<file path="src/rtl/flash_bufprog_seq.sv">
module flash_bufprog_seq #(
  parameter int ADDR_W    = 24,
  parameter int DATA_W    = 16,
  parameter int CNT_W     = 16,
  parameter int BUF_WORDS = 32,
  parameter int BLK_LOG2  = 10,
  parameter int TMO_W     = 16
) (
  input  logic              clk,
  input  logic              rst_n,
  input  logic              start,
  input  logic [ADDR_W-1:0] start_addr,
  input  logic [CNT_W-1:0]  word_count,
  input  logic [TMO_W-1:0]  poll_limit,
  input  logic              s_valid,
  input  logic [DATA_W-1:0] s_data,
  output logic              s_ready,
  output logic              f_req,
  output logic              f_we,
  output logic [ADDR_W-1:0] f_addr,
  output logic [DATA_W-1:0] f_wdata,
  input  logic              f_ack,
  input  logic [DATA_W-1:0] f_rdata,
  output logic              busy,
  output logic              done,
  output logic [2:0]        err_code
);
  localparam int BUF_LOG2 = $clog2(BUF_WORDS);
  localparam logic [ADDR_W-1:0] BLK_FLIP = ADDR_W'(1) << BLK_LOG2;
  localparam logic [2:0] ERR_NONE = 3'd0, ERR_ARG = 3'd1, ERR_VPP = 3'd2,
                         ERR_LOCK = 3'd3, ERR_PROG = 3'd4, ERR_TMO = 3'd5;

  typedef enum logic [3:0] {
    S_IDLE, S_OPEN, S_CONF, S_PSET, S_PRDY, S_LOAD, S_WDAT,
    S_PDONE, S_CLOSE, S_PEXIT, S_RDARR
  } st_t;

  st_t                st;
  logic [ADDR_W-1:0]  base;
  logic [CNT_W-1:0]   nbuf;
  logic [BUF_LOG2-1:0] wcnt;
  logic [TMO_W-1:0]   tmo, lim;
  logic [DATA_W-1:0]  wreg;

  wire bad_arg = (start_addr[BUF_LOG2-1:0] != '0) ||
                 (word_count[BUF_LOG2-1:0] != '0) || (word_count == '0);
  wire tmo_hit = (tmo == lim);

  assign busy    = (st != S_IDLE);
  assign s_ready = (st == S_LOAD);
  assign f_req   = !(st inside {S_IDLE, S_LOAD});
  assign f_we    = st inside {S_OPEN, S_CONF, S_WDAT, S_CLOSE, S_RDARR};
  assign f_addr  = (st == S_CLOSE) ? (base ^ BLK_FLIP) : base;

  always_comb begin
    case (st)
      S_OPEN:  f_wdata = DATA_W'(16'h0080);
      S_CONF:  f_wdata = DATA_W'(16'h00D0);
      S_WDAT:  f_wdata = wreg;
      S_CLOSE: f_wdata = '1;
      S_RDARR: f_wdata = DATA_W'(16'h00FF);
      default: f_wdata = '0;
    endcase
  end

  always_ff @(posedge clk) begin
    if (!rst_n) begin
      st <= S_IDLE; done <= 1'b0; err_code <= ERR_NONE;
      base <= '0; nbuf <= '0; wcnt <= '0; tmo <= '0; lim <= '0; wreg <= '0;
    end else begin
      done <= 1'b0;
      case (st)
        S_IDLE: if (start) begin
          if (bad_arg) begin
            done <= 1'b1; err_code <= ERR_ARG;
          end else begin
            base <= start_addr; nbuf <= word_count >> BUF_LOG2;
            lim <= poll_limit; tmo <= '0; err_code <= ERR_NONE; st <= S_OPEN;
          end
        end
        S_OPEN:  if (f_ack) st <= S_CONF;
        S_CONF:  if (f_ack) st <= S_PSET;
        S_PSET: if (f_ack) begin
          if (!f_rdata[7]) begin tmo <= '0; st <= S_PRDY; end
          else if (f_rdata[3]) begin err_code <= ERR_VPP;  st <= S_RDARR; end
          else if (f_rdata[1]) begin err_code <= ERR_LOCK; st <= S_RDARR; end
          else if (tmo_hit) begin err_code <= ERR_TMO; st <= S_RDARR; end
          else tmo <= tmo + 1'b1;
        end
        S_PRDY: if (f_ack) begin
          if (!f_rdata[0]) begin tmo <= '0; wcnt <= '0; st <= S_LOAD; end
          else if (tmo_hit) begin err_code <= ERR_TMO; st <= S_RDARR; end
          else tmo <= tmo + 1'b1;
        end
        S_LOAD: if (s_valid) begin wreg <= s_data; st <= S_WDAT; end
        S_WDAT: if (f_ack) begin
          if (wcnt == BUF_LOG2'(BUF_WORDS - 1)) begin
            nbuf <= nbuf - 1'b1; st <= S_PDONE;
          end else begin
            wcnt <= wcnt + 1'b1; st <= S_LOAD;
          end
        end
        S_PDONE: if (f_ack) begin
          if (!f_rdata[0]) begin tmo <= '0; st <= (nbuf == '0) ? S_CLOSE : S_PRDY; end
          else if (tmo_hit) begin err_code <= ERR_TMO; st <= S_RDARR; end
          else tmo <= tmo + 1'b1;
        end
        S_CLOSE: if (f_ack) st <= S_PEXIT;
        S_PEXIT: if (f_ack) begin
          if (f_rdata[7]) begin
            tmo <= '0; st <= S_RDARR;
            err_code <= f_rdata[3] ? ERR_VPP : f_rdata[1] ? ERR_LOCK :
                        f_rdata[4] ? ERR_PROG : ERR_NONE;
          end
          else if (tmo_hit) begin err_code <= ERR_TMO; st <= S_RDARR; end
          else tmo <= tmo + 1'b1;
        end
        S_RDARR: if (f_ack) begin st <= S_IDLE; done <= 1'b1; end
        default: st <= S_IDLE;
      endcase
    end
  end

  AST_REQ_HOLD: assert property (@(posedge clk) disable iff (!rst_n)
    (f_req && !f_ack) |=> (f_req && $stable(f_we) && $stable(f_addr) && $stable(f_wdata)));
  AST_READY_NO_REQ: assert property (@(posedge clk) disable iff (!rst_n)
    s_ready |-> !f_req);
  AST_ALIGNED_ADDR: assert property (@(posedge clk) disable iff (!rst_n)
    f_req |-> (f_addr[BUF_LOG2-1:0] == '0));
  AST_OUTSIDE_IS_CLOSE: assert property (@(posedge clk) disable iff (!rst_n)
    (f_req && (f_addr != base)) |-> (f_we && (f_wdata == '1)));
  AST_DONE_PULSE: assert property (@(posedge clk) disable iff (!rst_n)
    done |=> !done);
  AST_DONE_IDLE: assert property (@(posedge clk) disable iff (!rst_n)
    done |-> (!busy && err_code <= ERR_TMO));
  AST_CODE_HOLD: assert property (@(posedge clk) disable iff (!rst_n)
    (!busy && !start) |=> $stable(err_code));
endmodule

</file>
<file path="config.mk">
export PLATFORM = sky130hd
export DESIGN_NAME = flash_bufprog_seq
export DESIGN_NICKNAME = d
export VERILOG_FILES = /design/src/rtl/flash_bufprog_seq.sv
export SDC_FILE = /design/constraint.sdc
export NUM_CORES = 1
export LEC_CHECK = 0
export BUFFER_PORTS_ARGS = -buffer_cell sky130_fd_sc_hd__buf_2
export CAP_MARGIN = 10
export CELL_PAD_IN_SITES_DETAIL_PLACEMENT = 1
export CELL_PAD_IN_SITES_GLOBAL_PLACEMENT = 1
export CORE_ASPECT_RATIO = 1.25
export CORE_MARGIN = 2
export CORE_UTILIZATION = 42
export CTS_BUF_LIST = sky130_fd_sc_hd__clkbuf_8 sky130_fd_sc_hd__clkbuf_16
export CTS_CLUSTER_DIAMETER = 50
export DETAILED_ROUTE_END_ITERATION = 6
export GPL_TIMING_DRIVEN = 1
export PLACE_DENSITY_LB_ADDON = 0.25
export SLEW_MARGIN = 20
export SYNTH_ARGS = -nofsm -noshare
export SYNTH_HDL_FRONTEND = slang
export SYNTH_SLANG_ARGS = --single-unit
</file>
<file path="constraint.sdc">
create_clock -name clk -period 7.29 [get_ports clk]
set_clock_uncertainty 0.1 [all_clocks]
set_input_delay 0.729 -clock clk [delete_from_list [all_inputs] [get_ports clk]]
set_output_delay 0.729 -clock clk [all_outputs]
set_load 0.02 [all_outputs]
</file>
==> flow_summary.json, run 1 <==
{
  "status": "completed",
  "rr_startpoint": "st[1]",
  "finalPower_mw": 1.09,
  "worstHoldPathType": "register to register",
  "wl_um": 17400,
  "grt_pass1_vias": 5694,
  "crit_family": "simple AND/OR/NAND/NOR gates",
  "seqPwrFrac_pct": 50.9,
  "setup_ws_ps": 3490,
  "syn-num-nets": 811,
  "synth_area_um2": 5540,
  "start_util_pct": 43.4,
  "htreeDepth": 3,
  "timing.hold.ws_ps": 358,
  "critPathKind": "register to register",
  "synthFlopType": "dfxtp_1",
  "final_common_cell": "nand2_1",
  "cts_made_buffers": 9,
  "clock_power_share_pct": 44.1,
  "seq_area_frac_synth_pct": 36.5,
  "cp_max_fo": 29,
  "grt_use_met1_pct": 28.3,
  "die_x_um": 107,
  "switching_power_mw": 0.246,
  "grt_use_total_pct": 25.1,
  "reg2reg_depth": 6,
  "synth_edf_count": 0,
  "stdcell_count": 966,
  "fp.dieH_um": 132,
  "vias": 5511,
  "synthArstFlopShare_pct": 0,
  "clkLatencyLatePin_ps": 360,
  "synth.avg_cell_area_um2": 7.76,
  "hold_viol_final": 0,
  "layout-drive-gt1-share_pct": 20.3,
  "placed_area_um2": 6100,
  "clk_pin_slew_ps": 70,
  "grt_start_max_net_pins": 83,
  "syn_to_final_growth_pct": 15.6,
  "ios": 141,
  "setup_viol": 0,
  "leakagePower_nw": 2.62,
  "maxSlewViolCount": 0,
  "place_hpwl_um": 12700,
  "power_frac_comb_pct": 5.0,
  "post_cts_buffers": 0,
  "fin_crit_sh_pct": 52.1,
  "drt_iter0_drc": 280,
  "crit_end": "tmo[11]",
  "overflow": 0,
  "placed_cells": 950,
  "drc_errors": 0,
  "wire_per_inst_um": 18.0,
  "yosysWarningCount": 0,
  "swShare_pct": 22.6,
  "finalInstanceArea_um2": 6410,
  "cp_slowest_stage_delay_ps": 980,
  "cts_resized": 0,
  "clock-root-buffer": "clkbuf_16",
  "antenna_found_initial": 0,
  "p_per_area_nw_per_um2": 169,
  "firstDrtPassIters": 4,
  "coreArea_um2": 12800,
  "rsz0062_at_grt": "no",
  "p_int_mw": 0.840,
  "relSlewSlack_pct": 29.2,
  "grt_pass1_wl_um": 28400,
  "ys_seq_elements": 101,
  "fillers": 1645,
  "worstMarginPinSlew_ps": 1060,
  "cp-end-kind": "register",
  "tns_ps": 0,
  "startpoint": "st[1]",
  "final_core_util_pct": 50.2,
  "max_cap_violations": 0,
  "cp.arrival_ps": 3980,
  "synth_cells": 714,
  "ctsLongestPathBuffers": 2,
  "cp.required_ps": 7470,
  "critPathBufInv": 0,
  "vias_per_cell": 5.70,
  "use_met3_pct": 3.30,
  "fin_nets": 890,
  "timing.final.crit_period_ps": 3800,
  "globalplace.congestion": 0.869,
  "cts_tree": "yes",
  "cp_slowest_cell": "dfxtp_1",
  "fmax_mhz": 263,
  "worstPathCellList": "or4b_2 -> and3_1 -> o22a_1 -> nand4bb_1 -> or4_1 -> a21oi_1",
  "startpoint_type": "register",
  "grt.busiest_layer": "met2",
  "die_area_um2": 14100,
  "antenna_cells": 0,
  "grt_use_met2_pct": 46.2,
  "cp.depth": 6,
  "placementRows": 46,
  "timing.rr.end": "tmo[11]",
  "pre_cts_slack_ps": 3350,
  "io_buffers": 129,
  "clock-sinks": 101,
  "final_cell_mix": "nand2_1 (144), buf_2 (129), dfxtp_1 (101)",
  "r2r_setup_slack_ps": 3490,
  "ir_drop_v": 0.0000754,
  "ant_nets": 0,
  "cts_hold_buf": 0,
  "synth.distinct_cells": 62
}
==> layer usage <==
layer | part of all wire, % | vias up
met1 | 40 | 2686
met5 | 0 | -
met2 | 53 | 135
met3 | 3.7 | 36
li1 | - | 2654
met4 | 3.2 | 0
==> tightest hold or removal path, stage by stage (launching register included) <==
cell and delay (ps):
dfxtp_1 310, nand2_1 50, a21boi_1 50
==> Yosys cell counts (all sizes together), types with 4 or more instances <==
cell,instances,share of area [%]
and3,18,2.0
nand2b,5,0.56
dfxtp,101,36
a21oi,30,2.8
o21ai,44,4.0
nor3,8,0.72
nand3b,4,0.54
buf,28,3.7
nand2,144,9.8
o22ai,7,0.79
clkbuf,40,2.7
inv,14,0.95
nand4,9,1.0
or4,9,1.3
a21boi,62,8.4
xnor2,21,3.3
nand3,19,1.7
nor2b,8,0.90
nor2,29,2.0
o31ai,10,1.4
ha,4,0.90
a21o,18,2.4
or3,10,1.1
and2,8,0.90
a31oi,8,0.90
nor4,14,2.1
==> state kept, by name, indices dropped and copies added (netlist names) <==
| register | count |
|---|---|
| lim | 16 |
| tmo | 16 |
| base | 24 |
| done | 1 |
| st | 4 |
| nbuf | 16 |
| err_code | 3 |
| wreg | 16 |
| wcnt | 5 |
==> layout make-up <==
| type | count | area [um2] | share of cell area (%) |
|---|---|---|---|
| repair buffers | 136 | 698 | 10.9 |
| clock buffers | 12 | 267 | 4.16 |
| multi-input cells | 531 | 3130 | 48.8 |
| well taps | 168 | 210 | 3.28 |
| flip-flops and latches | 101 | 2020 | 31.6 |
| clock inverters | 4 | 31.3 | 0.488 |
| inverters | 14 | 52.6 | 0.820 |
==> power groups by stage <==
stage	Sequential (mW)	Combinational [mW]	Clock (mW)
finish	0.553	0.0548	0.479
global route	0.553	0.0601	0.513
CTS	0.553	0.0549	0.489
detailed placement	0.566	0.0545	0
global placement	0.565	0.0530	0
floorplan	0.566	0.0229	0
==> cell families after synthesis <==
logic type | Yosys count | synth area share [%]
buffers and inverters | 82 | 7.31
adders and majority gates | 4 | 0.903
DFF | 101 | 36.5
xor gates and xnor gates | 23 | 3.63
muxes | 3 | 0.542
and+or+nand+nor | 297 | 26.6
AOI/OAI and AO/OA | 204 | 24.6
==> how the worst min path moves through the flow <==
| stage | start | to | cells past startpoint |
|---|---|---|---|
| after floorplan | wreg[7] | wreg[7] | 2 |
| after global placement | wreg[11] | wreg[11] | 2 |
| after detailed placement | wreg[8] | wreg[8] | 2 |
| after CTS | wreg[8] | wreg[8] | 2 |
| after global routing | wreg[8] | wreg[8] | 2 |
| final | wreg[8] | wreg[8] | 2 |
(Power assumes the default switching activity.)
==> run 2: changes to the inputs <==
--- a/config.mk
+++ b/config.mk
@@ -5,13 +5,14 @@
 export SDC_FILE = /design/constraint.sdc
 export NUM_CORES = 1
 export LEC_CHECK = 0
+export ABC_AREA = 1
 export BUFFER_PORTS_ARGS = -buffer_cell sky130_fd_sc_hd__buf_2
 export CAP_MARGIN = 10
 export CELL_PAD_IN_SITES_DETAIL_PLACEMENT = 1
 export CELL_PAD_IN_SITES_GLOBAL_PLACEMENT = 1
 export CORE_ASPECT_RATIO = 1.25
 export CORE_MARGIN = 2
-export CORE_UTILIZATION = 42
+export CORE_UTILIZATION = 33
 export CTS_BUF_LIST = sky130_fd_sc_hd__clkbuf_8 sky130_fd_sc_hd__clkbuf_16
 export CTS_CLUSTER_DIAMETER = 50
 export DETAILED_ROUTE_END_ITERATION = 6
==> constraint.sdc (replaced) <==
create_clock -name clk -period 3.11 [get_ports clk]
set_clock_uncertainty 0.1 [all_clocks]
set_input_delay 0.311 -clock clk [delete_from_list [all_inputs] [get_ports clk]]
set_output_delay 0.311 -clock clk [all_outputs]
set_load 0.02 [all_outputs]
==> flow_summary.json, run 2 <==
{
  "ir_drop_v": 0.000238,
  "max_cap_violations": 0,
  "synth.distinct_cells": 39,
  "drc_errors": 0,
  "ios": 141,
  "fillers": 2238,
  "wl_um": 15900,
  "final_cell_mix": "nand2_1 (207), buf_2 (129), inv_1 (108)",
  "firstDrtPassIters": 4,
  "fmax_mhz": 375,
  "cts_made_buffers": 9,
  "synth.avg_cell_area_um2": 6.53,
  "largest_reg_flops": 24,
  "placementRows": 53,
  "cp-end-kind": "output port",
  "r2r_setup_slack_ps": 470,
  "syn-num-nets": 946,
  "min_path_cells": 3,
  "ys_top_cells_by_count": "nand2_1 (207), inv_1 (108), dfxtp_1 (101)",
  "hp-start": "start_addr[6]",
  "yosysWarningCount": 0,
  "rr_startpoint": "st[0]",
  "vias_per_cell": 4.73,
  "synth_xor_area_share_pct": 1.42,
  "worstHoldPathType": "primary input to register",
  "seq_area_frac_synth_pct": 36.5,
  "die_x_um": 120,
  "critPathBufInv": 5,
  "clock_power_share_pct": 46.5,
  "finalInstanceArea_um2": 6550,
  "critPathKind": "register to output port",
  "cp.required_ps": 2700,
  "start_util_pct": 33.3,
  "startpoint": "st[0]",
  "fp.dieH_um": 149,
  "synth.most_common_cell": "nand2_1",
  "reg2reg_depth": 10,
  "pre_cts_slack_ps": 439,
  "synth_edf_count": 0,
  "syn_to_final_growth_pct": 18.2,
  "synth_area_um2": 5540,
  "grt_pass1_vias": 5570,
  "grt_use_total_pct": 18.6,
  "cp_slowest_cell": "dfxtp_1",
  "ctsLongestPathBuffers": 2,
  "clock-root-buffer": "clkbuf_16",
  "multi_input_area_um2": 2760,
  "top_register": "base",
  "cts_resized": 0,
  "htreeDepth": 3,
  "synth_adder_area_share_pct": 0.903,
  "clock-sinks": 101,
  "tns_ps": 0,
  "cp_common_cell": "buf_4",
  "yosys.area.top_type": "dfxtp_1",
  "seq_area_um2": 2020,
  "timing.hold.ws_ps": 92.0,
  "yosys.area.top_type_share_pct": 36.5,
  "final_common_cell": "nand2_1",
  "rsz0062_at_grt": "no",
  "cts_hold_buf": 0,
  "maxSlewViolCount": 0,
  "worstPathCellList": "clkinv_2 -> nand2_1 -> nor2_4 -> buf_4 -> inv_2 -> buf_4 -> o21ai_0 -> buf_2",
  "status": "completed",
  "io_buffers": 129,
  "fin_nets": 1044,
  "synthArstFlopShare_pct": 0,
  "die_area_um2": 17900,
  "grt_start_max_net_pins": 43,
  "wire_per_inst_um": 13.6,
  "power_frac_comb_pct": 4.9,
  "crit_family": "buffers and inverters",
  "setup_ws_ps": 441,
  "coreArea_um2": 16600,
  "worstMarginPinSlew_ps": 798,
  "vias": 5538,
  "globalplace.congestion": 0.786,
  "finalPower_mw": 2.66,
  "ys_seq_elements": 101,
  "stdcell_count": 1172,
  "placed_cells": 1156,
  "place_hpwl_um": 12000,
  "synthMuxAreaShare_pct": 0,
  "final_core_util_pct": 39.3,
  "p_per_area_nw_per_um2": 406,
  "hold_viol_final": 0,
  "cp_max_fo": 16,
  "antenna_found_initial": 0,
  "synth_compound_area_share_pct": 17.2,
  "synth-simple-area-share_pct": 30.4,
  "drt_iter0_drc": 169,
  "timing.rr.end": "nbuf[11]",
  "clkLatencyLatePin_ps": 360,
  "placed_area_um2": 6230,
  "grt_pass1_wl_um": 26700,
  "relSlewSlack_pct": 46.8,
  "clk_pin_slew_ps": 70,
  "cp_slowest_stage_delay_ps": 520,
  "setup_viol": 0,
  "overflow": 0,
  "ant_nets": 0,
  "synth_area_leaders": "dfxtp_1 (36%), nand2_1 (14%), inv_1 (7.3%)",
  "cts_tree": "yes",
  "fin_crit_sh_pct": 85.8,
  "antenna_cells": 0,
  "synthFlopType": "dfxtp_1",
  "cp.arrival_ps": 2260,
  "startpoint_type": "register",
  "post_cts_buffers": 0,
  "seqPwrFrac_pct": 48.7,
  "hold_end": "base[6]",
  "layout-drive-gt1-share_pct": 20.1,
  "synth_cells": 849,
  "switching_power_mw": 0.604,
  "timing.final.crit_period_ps": 2670,
  "leakagePower_nw": 3.00,
  "synth_top_family_by_area": "simple AND/OR/NAND/NOR gates",
  "swShare_pct": 22.7,
  "p_int_mw": 2.06
}
-- run 2: layer usage --
metal / track usage (%) / part of all wire (%) / vias to the layer above
li1: - / - / 2878
met1: 20.8 / 42 / 2590
met2: 35.3 / 54 / 51
met3: 3.17 / 2.3 / 19
met4: 5.71 / 1.6 / 0
met5: 0 / 0 / -
-- run 2: area by class of cell --
class                   count  area share [%]
clock buffers               9            3.44
well taps                 220            4.20
clock inverters             7            1.49
repair buffers            138            10.9
flip-flops and latches    101            30.9
multi-input cells         578            42.2
inverters                 119            6.92
-- run 2: kinds of logic (layout without fill, tap and decap cells) --
group | Yosys count | after routing
adder cells (fa/ha/maj) | 4 | 4
buffers and inverters | 170 | 273
XOR/XNOR | 9 | 9
AO/OA/AOI/OAI | 180 | 180
AND/OR/NAND/NOR | 385 | 385
flip-flops | 101 | 101
-- run 2: power groups by stage --
| stage | sequential [mW] | combinational, mW | clock (mW) |
|---|---|---|---|
| 2_1_floorplan | 1.33 | 0.0543 | 0 |
| 3_3_place_gp | 1.33 | 0.130 | 0 |
| 3_5_place_dp | 1.33 | 0.132 | 0 |
| 4_1_cts | 1.29 | 0.133 | 1.28 |
| 5_1_grt | 1.29 | 0.149 | 1.33 |
| 6_report | 1.30 | 0.130 | 1.24 |
-- run 2: worst max path at each step --
stage | to | depth (start not counted)
2_1_floorplan | f_wdata[0] | 8
3_3_place_gp | nbuf[11] | 10
3_5_place_dp | nbuf[11] | 10
4_1_cts | f_wdata[9] | 8
5_1_grt | nbuf[11] | 10
6_report | f_wdata[9] | 8
-- run 2: worst reg2reg max path, cell delays in order, from the launching register on --
cell and delay [ps]:
dfxtp_1 520, clkinv_2 190, nand2_1 140, nor2_4 60
buf_4 190, inv_2 250, nor2_2 80, a21oi_2 600
nand3_1 180, o21bai_1 190, nor2_1 50
==> run 3: changes to the inputs <==
--- a/config.mk
+++ b/config.mk
@@ -11,8 +11,7 @@
 export CELL_PAD_IN_SITES_DETAIL_PLACEMENT = 1
 export CELL_PAD_IN_SITES_GLOBAL_PLACEMENT = 1
 export CORE_ASPECT_RATIO = 1.25
-export CORE_MARGIN = 2
-export CORE_UTILIZATION = 33
+export CORE_UTILIZATION = 40
 export CTS_BUF_LIST = sky130_fd_sc_hd__clkbuf_8 sky130_fd_sc_hd__clkbuf_16
 export CTS_CLUSTER_DIAMETER = 50
 export DETAILED_ROUTE_END_ITERATION = 6
==> constraint.sdc (replaced) <==
create_clock -name clk -period 3.46 [get_ports clk]
set_clock_uncertainty 0.1 [all_clocks]
set_input_delay 0.346 -clock clk [delete_from_list [all_inputs] [get_ports clk]]
set_output_delay 0.346 -clock clk [all_outputs]
set_load 0.02 [all_outputs]
==> flow_summary.json, run 3 (same netlist as run 2, synthesis figures left out) <==
{
  "clkLatencyLatePin_ps": 360,
  "die_area_um2": 14300,
  "cts_resized": 0,
  "timing.final.crit_period_ps": 2730,
  "status": "completed",
  "clock-sinks": 101,
  "coreArea_um2": 13400,
  "hp-start": "start_addr[17]",
  "tns_ps": 0,
  "cp-end-kind": "output port",
  "placementRows": 47,
  "final_cell_mix": "nand2_1 (207), buf_2 (129), inv_1 (108)",
  "io_buffers": 129,
  "ir_drop_v": 0.000288,
  "min_path_cells": 3,
  "cp_slowest_cell": "dfxtp_1",
  "overflow": 0,
  "timing.rr.end": "nbuf[11]",
  "placed_cells": 1102,
  "globalplace.congestion": 0.846,
  "cts_tree": "yes",
  "ant_nets": 0,
  "rsz0062_at_grt": "no",
  "fmax_mhz": 367,
  "worstPathCellList": "nand2_1 -> nor2_4 -> inv_2 -> o21ai_0 -> buf_2",
  "syn_to_final_growth_pct": 15.7,
  "place_hpwl_um": 11400,
  "vias_per_cell": 4.97,
  "firstDrtPassIters": 4,
  "grt_pass1_wl_um": 25600,
  "cts_hold_buf": 0,
  "crit_family": "flip-flops",
  "clock-root-buffer": "clkbuf_16",
  "rr_startpoint": "st[1]",
  "multi_input_area_um2": 2760,
  "p_per_area_nw_per_um2": 353,
  "ctsLongestPathBuffers": 2,
  "cp.arrival_ps": 2280,
  "stdcell_count": 1118,
  "seq_area_um2": 2020,
  "wire_per_inst_um": 13.5,
  "die_x_um": 107,
  "drt_iter0_drc": 169,
  "fin_crit_sh_pct": 78.8,
  "antenna_cells": 0,
  "grt_use_total_pct": 22.3,
  "reg2reg_depth": 7,
  "hold_viol_final": 0,
  "final_common_cell": "nand2_1",
  "startpoint_type": "register",
  "fp.dieH_um": 134,
  "cts_made_buffers": 9,
  "grt_pass1_vias": 5624,
  "setup_viol": 0,
  "maxSlewViolCount": 0,
  "final_core_util_pct": 47.8,
  "clk_pin_slew_ps": 80,
  "cp.required_ps": 3010,
  "r2r_setup_slack_ps": 800,
  "leakagePower_nw": 2.96,
  "layout-drive-gt1-share_pct": 19.6,
  "largest_reg_flops": 24,
  "grt_start_max_net_pins": 44,
  "top_register": "base",
  "cp_max_fo": 30,
  "finalPower_mw": 2.27,
  "critPathKind": "register to output port",
  "fillers": 1854,
  "post_cts_buffers": 0,
  "antenna_found_initial": 0,
  "drc_errors": 0,
  "wl_um": 15100,
  "htreeDepth": 3,
  "max_cap_violations": 0,
  "vias": 5556,
  "cp_slowest_stage_delay_ps": 590,
  "worstMarginPinSlew_ps": 853,
  "relSlewSlack_pct": 43.0,
  "fin_nets": 1039,
  "placed_area_um2": 6130,
  "ios": 141,
  "finalInstanceArea_um2": 6410,
  "hold_end": "base[17]",
  "start_util_pct": 41.3,
  "worstHoldPathType": "primary input to register",
  "critPathBufInv": 2
}
run 3: power breakdown:
part / leakage, nW / switching [mW] / total, mW / internal [mW]
Sequential: 0.814 / 0.000940 / 1.16 / 1.16
Combinational: 2.01 / 0.0648 / 0.114 / 0.0497
Clock: 0.133 / 0.489 / 0.987 / 0.498
Total: 2.96 / 0.554 / 2.27 / 1.71
run 3: how the worst max path moves through the flow:
| stage | to | depth (start not counted) | slack (ps) | start |
|---|---|---|---|---|
| after floorplan | f_wdata[0] | 8 | 1360 | st[2] |
| after global placement | nbuf[11] | 7 | 820 | st[1] |
| after detailed placement | nbuf[11] | 9 | 780 | st[0] |
| after CTS | f_wdata[9] | 5 | 660 | st[1] |
| after global routing | nbuf[11] | 9 | 570 | st[0] |
| final | f_wdata[9] | 5 | 730 | st[1] |
run 3: area by class of cell:
type	count	area share [%]
multi-input combinational	578	43.1
sequential	101	31.5
timing repair buffer	133	10.5
inverter	119	7.06
clock buffer	9	3.51
tap	171	3.34
clock inverter	7	0.917
run 3: per-stage QoR:
| step | hold WS, ps | setup WS [ps] |
|---|---|---|
| after CTS | 111 | 665 |
| after global routing | 119 | 569 |
| after detailed placement | 335 | 776 |
| final | 120 | 733 |
| after global placement | 325 | 818 |
| after floorplan | 318 | 1360 |
run 3: routing by layer:
layer	GRT usage, %	share of wire [%]
met2	43.3	55
met3	2.84	1.8
met4	8.37	1.9
met5	0	0
met1	24.1	41
run 3: tightest hold or removal path, cell delays in order:
cell	delay [ps]
buf_2	90
nand2_1	50
a21oi_1	50
